$ cat src/rtl/tx_sqe_pkg.sv
package tx_sqe_pkg;

  // strobes from control to datapath, one cycle each
  typedef struct packed {
    logic winClr;
    logic winInc;
    logic lostSet;
    logic lostClr;
    logic fcClr;
    logic fcInc;
    logic colSet;
    logic colClr;
  } sqeCtrl_t;

  typedef enum logic {
    WIN_IDLE   = 1'b0,
    WIN_LISTEN = 1'b1
  } winState_t;

  typedef enum logic [1:0] {
    FC_IDLE   = 2'd0,
    FC_ARMED  = 2'd1,
    FC_ACTIVE = 2'd2
  } fcState_t;

endpackage

$ cat src/rtl/tx_sqe_datapath.sv
module tx_sqe_datapath
  import tx_sqe_pkg::*;
#(
  parameter int HB_WINDOW   = 20,
  parameter int FORCE_DELAY = 8
) (
  input  logic     clk,
  input  logic     rstN,
  input  sqeCtrl_t ctrl,
  output logic     winLast,
  output logic     fcLast,
  output logic     hbLost,
  output logic     forceCol
);

  localparam int WIN_W = $clog2(HB_WINDOW + 1);
  localparam int FC_W  = $clog2(FORCE_DELAY + 1);
  localparam logic [WIN_W-1:0] WIN_END = WIN_W'(HB_WINDOW - 1);
  localparam logic [FC_W-1:0]  FC_END  = FC_W'(FORCE_DELAY - 1);

  logic [WIN_W-1:0] winCnt;
  logic [FC_W-1:0]  fcCnt;

  // heartbeat window pulse counter
  always_ff @(posedge clk) begin
    if (!rstN)            winCnt <= '0;
    else if (ctrl.winClr) winCnt <= '0;
    else if (ctrl.winInc) winCnt <= winCnt + 1'b1;
  end

  // injection delay counter
  always_ff @(posedge clk) begin
    if (!rstN)           fcCnt <= '0;
    else if (ctrl.fcClr) fcCnt <= '0;
    else if (ctrl.fcInc) fcCnt <= fcCnt + 1'b1;
  end

  always_ff @(posedge clk) begin
    if (!rstN)             hbLost <= 1'b0;
    else if (ctrl.lostClr) hbLost <= 1'b0;
    else if (ctrl.lostSet) hbLost <= 1'b1;
  end

  always_ff @(posedge clk) begin
    if (!rstN)            forceCol <= 1'b0;
    else if (ctrl.colClr) forceCol <= 1'b0;
    else if (ctrl.colSet) forceCol <= 1'b1;
  end

  assign winLast = (winCnt == WIN_END);
  assign fcLast  = (fcCnt == FC_END);

endmodule

$ cat src/rtl/tx_sqe_control.sv
module tx_sqe_control
  import tx_sqe_pkg::*;
(
  input  logic     clk,
  input  logic     rstN,
  input  logic     txClkEn,
  input  logic     txStart,
  input  logic     txEnd,
  input  logic     colIn,
  input  logic     hbCheckEn,
  input  logic     forceColEn,
  input  logic     winLast,
  input  logic     fcLast,
  output sqeCtrl_t ctrl,
  output logic     busy
);

  winState_t winState, winNext;
  fcState_t  fcState, fcNext;

  always_ff @(posedge clk) begin
    if (!rstN) begin
      winState <= WIN_IDLE;
      fcState  <= FC_IDLE;
    end else begin
      winState <= winNext;
      fcState  <= fcNext;
    end
  end

  always_comb begin
    ctrl    = '0;
    winNext = winState;
    fcNext  = fcState;

    // heartbeat window: a new end of frame always restarts it
    if (txEnd) begin
      ctrl.lostClr = 1'b1;
      if (hbCheckEn) begin
        ctrl.winClr = 1'b1;
        winNext     = WIN_LISTEN;
      end else begin
        winNext = WIN_IDLE;
      end
    end else if (winState == WIN_LISTEN && txClkEn) begin
      if (colIn) begin
        winNext = WIN_IDLE;
      end else if (winLast) begin
        ctrl.lostSet = 1'b1;
        winNext      = WIN_IDLE;
      end else begin
        ctrl.winInc = 1'b1;
      end
    end

    // collision injector: re-armed by every attempt
    if (txStart) begin
      ctrl.colClr = 1'b1;
      if (forceColEn) begin
        ctrl.fcClr = 1'b1;
        fcNext     = FC_ARMED;
      end else begin
        fcNext = FC_IDLE;
      end
    end else if (txEnd) begin
      ctrl.colClr = 1'b1;
      fcNext      = FC_IDLE;
    end else if (fcState == FC_ARMED && txClkEn) begin
      if (fcLast) begin
        ctrl.colSet = 1'b1;
        fcNext      = FC_ACTIVE;
      end else begin
        ctrl.fcInc = 1'b1;
      end
    end
  end

  assign busy = (winState == WIN_LISTEN);

endmodule

$ cat src/rtl/tx_sqe_monitor.sv
module tx_sqe_monitor
  import tx_sqe_pkg::*;
#(
  parameter int HB_WINDOW   = 20,
  parameter int FORCE_DELAY = 8
) (
  input  logic clk,
  input  logic rstN,
  input  logic txClkEn,
  input  logic txStart,
  input  logic txEnd,
  input  logic colIn,
  input  logic hbCheckEn,
  input  logic forceColEn,
  output logic busy,
  output logic hbLost,
  output logic forceCol
);

  sqeCtrl_t ctrl;
  logic     winLast;
  logic     fcLast;

  tx_sqe_control u_ctrl (
    .clk        (clk),
    .rstN       (rstN),
    .txClkEn    (txClkEn),
    .txStart    (txStart),
    .txEnd      (txEnd),
    .colIn      (colIn),
    .hbCheckEn  (hbCheckEn),
    .forceColEn (forceColEn),
    .winLast    (winLast),
    .fcLast     (fcLast),
    .ctrl       (ctrl),
    .busy       (busy)
  );

  tx_sqe_datapath #(
    .HB_WINDOW   (HB_WINDOW),
    .FORCE_DELAY (FORCE_DELAY)
  ) u_dp (
    .clk      (clk),
    .rstN     (rstN),
    .ctrl     (ctrl),
    .winLast  (winLast),
    .fcLast   (fcLast),
    .hbLost   (hbLost),
    .forceCol (forceCol)
  );

endmodule

$ cat config.mk
export PLATFORM = sky130hd
export DESIGN_NAME = tx_sqe_monitor
export DESIGN_NICKNAME = d
export VERILOG_FILES = /design/src/rtl/tx_sqe_pkg.sv /design/src/rtl/tx_sqe_datapath.sv /design/src/rtl/tx_sqe_control.sv /design/src/rtl/tx_sqe_monitor.sv
export SDC_FILE = /design/constraint.sdc
export NUM_CORES = 1
export LEC_CHECK = 0
export ABC_AREA = 1
export BUFFER_PORTS_ARGS = -buffer_cell sky130_fd_sc_hd__buf_2
export CAP_MARGIN = 20
export CORE_MARGIN = 4
export CORE_UTILIZATION = 57
export CTS_CLUSTER_SIZE = 8
export DETAILED_ROUTE_END_ITERATION = 10
export PLACE_DENSITY = 0.81
export SETUP_SLACK_MARGIN = 0.1
export SYNTH_ARGS = -nofsm -noshare
export SYNTH_HDL_FRONTEND = slang
export SYNTH_SLANG_ARGS = --single-unit
$ cat constraint.sdc
create_clock -name clk -period 2.6 [get_ports clk]
set_clock_uncertainty 0.1 [all_clocks]
set_input_delay 0.39 -clock clk [delete_from_list [all_inputs] [get_ports clk]]
set_output_delay 0.39 -clock clk [all_outputs]
set_load 0.05 [all_outputs]
-- After elaboration in Yosys (flattened, before gate mapping)
Index checks and enable logic that the tools add are counted.
- add/sub/neg operators: 2
- multiply operators: 0
- div/mod/pow operators: 0
- order comparisons: 0
- equality and inequality tests: 3
- shifts and indexed selects: 0
- multiplexer cells: 25
- bitwise logic cells: 1
- reduce and logical (&&, ||, !) cells: 12
- operators by type and width (operator ; count):
    2-bit 2-to-1 mux ; 10
    1-bit 2-to-1 mux ; 15
    3-bit nonzero test ; 3
    2-bit OR reduction ; 4
    5-bit by 1-bit adder with 5-bit output (second input constant) ; 1
    5-bit == test (second input constant) ; 1
    4-bit by 1-bit adder with 4-bit output (second input constant) ; 1
    4-bit by 3-bit == test with 1-bit output (second input constant) ; 1
    2-bit AND reduction ; 2
    2-bit by 1-bit == test with 1-bit output (second input constant) ; 1
    1-bit logical AND ; 2
    2-bit nonzero test ; 1
    1-bit inverter ; 1
- register bits: 14
- latch bits: 0
- bits in writable memories: 0
- bits in read-only memories: 0
- input port bits: 8
- output and inout bits: 3
- memories: 0

-- Logic depth before layout (Yosys ltp)
- depth in word-level cells: 5
- gate-level depth with buffers: 9

-- Modules after synthesis
From an unflattened synthesis, not the netlist that was laid out.
- cell total of the unflattened synthesis: 99
- area, all modules: 689.4 um^2
- modules (own cells, without submodules) (module ; instances ; cells an instance ; area each (um^2) ; sequential area each (um^2)):
    tx_sqe_datapath ; 1 ; 62 ; 462.9 ; 220.2
    tx_sqe_control ; 1 ; 37 ; 226.5 ; 60.1

-- Worst setup path after synthesis
Ideal clock, no wire load.
- path kind: register to register
- from: register u_ctrl.winState, in the netlist u_ctrl.busy
- to: register u_dp.winCnt[1]
- arrival time: 1174 ps
- path slack: 1211 ps
- stages on the path, launching flop included: 6
- buffers on the path: 0
- cell sequence: dfxtp_1 > nand2_2 > nor2_4 > nand2_4 > o21ai_0 > nor2_1
- cells in the longest elaborated chain, start to end: 3
- ends and longest elaborated chain (item ; line ; RTL):
    from (decl) ; tx_sqe_control.sv:18 ; winState_t winState, winNext;
    from (signal assigned) ; tx_sqe_control.sv:26 ; winState <= winNext;
    1-bit logical AND ; tx_sqe_control.sv:45 ; end else if (winState == WIN_LISTEN && txClkEn) begin
    2-bit 2-to-1 mux ; tx_sqe_control.sv:45 ;
    2-bit 2-to-1 mux ; tx_sqe_control.sv:37 ; if (txEnd) begin
    to (signal assigned) ; tx_sqe_datapath.sv:28 ; else if (ctrl.winInc) winCnt <= winCnt + 1'b1;
    to (decl) ; tx_sqe_datapath.sv:21 ; logic [WIN_W-1:0] winCnt;
No other way between the ends.
A chain may end at the register's enable or synchronous reset.

-- Worst setup path in the final report
- from: register u_ctrl.winState, in the netlist u_ctrl.busy
- to: output busy
- RTL lines (item ; line ; RTL):
    to (decl) ; tx_sqe_monitor.sv:15 ; output logic busy,
No word-level cell between the ends.

==> metrics.md <==
| Metric | Value |
|---|---|
| Area contributors post-synth | `dfxtp_1 (38%), nand2_1 (17%), a21oi_1 (7.4%)` |
| Synth warnings | `0` |
| Final #Nets | `approximately 130` |
| Ports | `11` |
| Share of the synthesized area in the top cell type | `0.379` |
| Fin. Hold Viols | `0` |
| Crit-path leading delay family | `flip-flops` |
| Highest routed layer | `met4` |
| Critical Path Sink Type | `output pin` |
| Mapped cell area | `between 700 and 800 um^2` |
| Simple-gate share of the synthesized area | `0.384` |
| Worst-path clk slew | `around 80 ps` |
| Clock sink count | `14` |
| Cts bufs inserted | `3` |
| WL met1 | `~600 um` |
| Leak | `0.360 nW` |
| Gpl congestion | `0.846` |
| Via count | `roughly 660` |
| Max-cap violations | `0` |
| Iteration-0 DRC Markers | `14` |
| Total GRT Usage | `0.148` |
| Slowest-stage cell, CP | `dfxtp_1` |
| # DRC | `0` |
| Xor and xnor area share after synthesis | `0.0237` |
| Via-to-Cell Ratio | `5.05` |
| Peak Freq | `between 0.7 and 0.8 GHz` |
| Clock root cell | `clkbuf_4` |
| H-tree depth | `1` |
| CP max FO | `2` |
| Vias in the first global route | `about 600` |
| Drt total wl | `between 1000 and 1500 um` |
| DP Wirelength | `just over 1000 um` |
| Die width | `between 40 and 50 um` |
| Gates resized, CTS repair | `0` |
| Worst vdd ir | `about 0.00035 V` |
| Cells after Synth | `about 100` |
| Sequential-to-total area share from yosys stat | `0.379` |
| Syn Area/Cell | `a little over 7 um^2` |
| Main combinational cell family by area after synthesis | `simple AND/OR/NAND/NOR gates` |
| Crit-path cells | `buf_2` |
| Worst-skew pair later-pin latency | `~280 ps` |
| CP arrival | `about 890 ps` |
| Core outline area | `approximately 1200 um^2` |
| TNS Setup | `0 ps` |
| Hold crit path type | `in -> reg` |
| Layout cells sized above 1 | `0.207` |
| FP Rows | `12` |
| Fin. max-slew vios | `0` |
| Distinct cell type count after synthesis | `19` |
| Startpoint type of the worst setup path | `register` |
| Biggest cell delay along the critical path | `approximately 340 ps` |
| Largest area contributor in the netlist | `dfxtp_1` |
| Die ar. | `roughly 1900 um^2` |
| Diodes inserted | `0` |
| Total gr overflow | `0` |
| Post-route ant nets | `0` |
| Met3 wire len | `about 85 um` |
| Largest net degree at the start of global routing | `8` |
| Post-CTS Setup Bufs | `0` |
| Relative slew slack | `0.800` |
| CP required | `2110 ps` |
| Initial Utilization | `0.631` |
| Adder-Cell Fraction of Synth Area | `0.0338` |
| Max Root-Sink Buffers | `2` |
| Least-Margin Pin Slew | `around 300 ps` |
| Synth-to-Final Area Change | `10.7%` |
| Ratio of final minimum period to clock period | `0.530` |
| Die Y | `between 40 and 50 um` |
| Cell Pwr Density | `446 nW/um^2` |
| #FFs+latches synth | `14` |
| Port Buffers | `10` |
| DR pass1 iterations | `4` |
| WL met2 | `559 um` |
| Global-route wire length before repair | `~2200 um` |
| Final setup fails | `0` |
| Syn nets | `~110` |
| Multiplexer share of the synthesized area | `0` |
| Compound-gate portion of the synthesized area | `0.0897` |
| Final min period | `about 1400 ps` |
| Worst Path Class, Setup | `reg -> out` |
| Initial antenna violation count | `0` |
| RSZ-0062 raised after global routing | `false` |
| Hold buffer count at cts | `0` |
| Outcome | `complete, no violations` |
| WL per Instance | `a little under 10 um` |
| Fin util | `0.699` |
| Buf+Inv Stages, Crit Path | `1` |
| CTS tree | `built` |
| Final-layout fill cell count | `100` |
## layout by cell type (no fill, tap or decap)
master    count
nand4_1       4
nor2_2        2
inv_1        11
xor2_1        2
nand2_4       2
clkinv_1      1
dfxtp_1      14
inv_2         1
ha_1          2
nand2_1      33
inv_4         1
clkbuf_4      3
o21ai_0       1
nor2_1        5
nor2_4        3
a31oi_1       1
nand3_1       7
buf_2        10
nand2_2       2
a21oi_1      11
## worst reg2reg max path, delay by kind of cell (launching register included)
family	cells	cell delay, ps
flip-flops	1	360
AND/OR/NAND/NOR	4	300
adder cells (fa/ha/maj)	1	260
AO/OA/AOI/OAI	1	150
buffers and inverters	1	100
## layer usage
metal | global-route usage | vias to the layer above
met1 | 0.179 | 286
met5 | 0 | -
met3 | 0.0407 | 3
met4 | 0.0723 | 0
met2 | 0.241 | 13
li1 | - | 355
## state kept, by name, summed over array words and instances, names as in the netlist
name,cells
u_ctrl.busy,1
u_ctrl.fcState,2
u_dp.fcCnt,4
u_dp.hbLost,1
u_dp.winCnt,5
u_dp.forceCol,1
## synth_stat cells
cell type / n
nor2_2: 2
nor2_1: 5
inv_1: 11
xor2_1: 2
nand4_1: 4
buf_6: 1
nor2_4: 3
clkinv_1: 1
nand3_1: 7
ha_1: 2
nand2_4: 2
nand2_2: 2
o21ai_0: 1
inv_2: 1
inv_4: 1
nand2_1: 33
a21oi_1: 11
a31oi_1: 1
dfxtp_1: 14
## final cells by class
class / instances / area, um^2 / area share
Clock buffer: 3 / 22.5 / 0.0275
Inverter: 14 / 55.1 / 0.0673
Multi-Input combinational cell: 75 / 393 / 0.480
Sequential cell: 14 / 280 / 0.343
Tap cell: 14 / 17.5 / 0.0214
Timing Repair Buffer: 10 / 50.0 / 0.0612
## metrics by stage
step           cells  area [um^2]  hold WS (ps)  power (W)  setup WS, ps
6_report         130          818           283   0.000365          1220
5_1_grt          130          818           276   0.000382          1090
4_1_cts          130          818           280   0.000368          1210
3_5_place_dp     127          796           337   0.000250          1240
3_3_place_gp     127          796           332   0.000250          1270
2_1_floorplan    104          739           354   0.000239          1210
## kinds of logic (layout without fill, tap and decap cells)
family | count (synthesis) | count (layout)
xor gates and xnor gates | 2 | 2
AOI/OAI and AO/OA | 13 | 13
and+or+nand+nor | 58 | 58
adders and majority gates | 2 | 2
buffers and inverters | 15 | 27
DFF | 14 | 14
## final timing paths
kind,startpoint,endpoint,slack [ps],cells past startpoint
hold reg to reg,u_dp.forceCol,u_dp.forceCol,350,2
setup / recovery,u_ctrl.busy,busy,1220,1
hold / removal,hbCheckEn,u_ctrl.busy,280,3
setup reg to reg,u_dp.winCnt[0],u_dp.winCnt[1],1220,7
## power by group
group	leakage, nW	total (W)	internal, W	switching [W]
registers	0.113	0.000218	0.000216	0.00000137
clock network	0.0138	0.000120	0.0000537	0.0000663
logic	0.233	0.0000277	0.00000948	0.0000182
total	0.360	0.000365	0.000279	0.0000859
(Power assumes the default switching activity.)
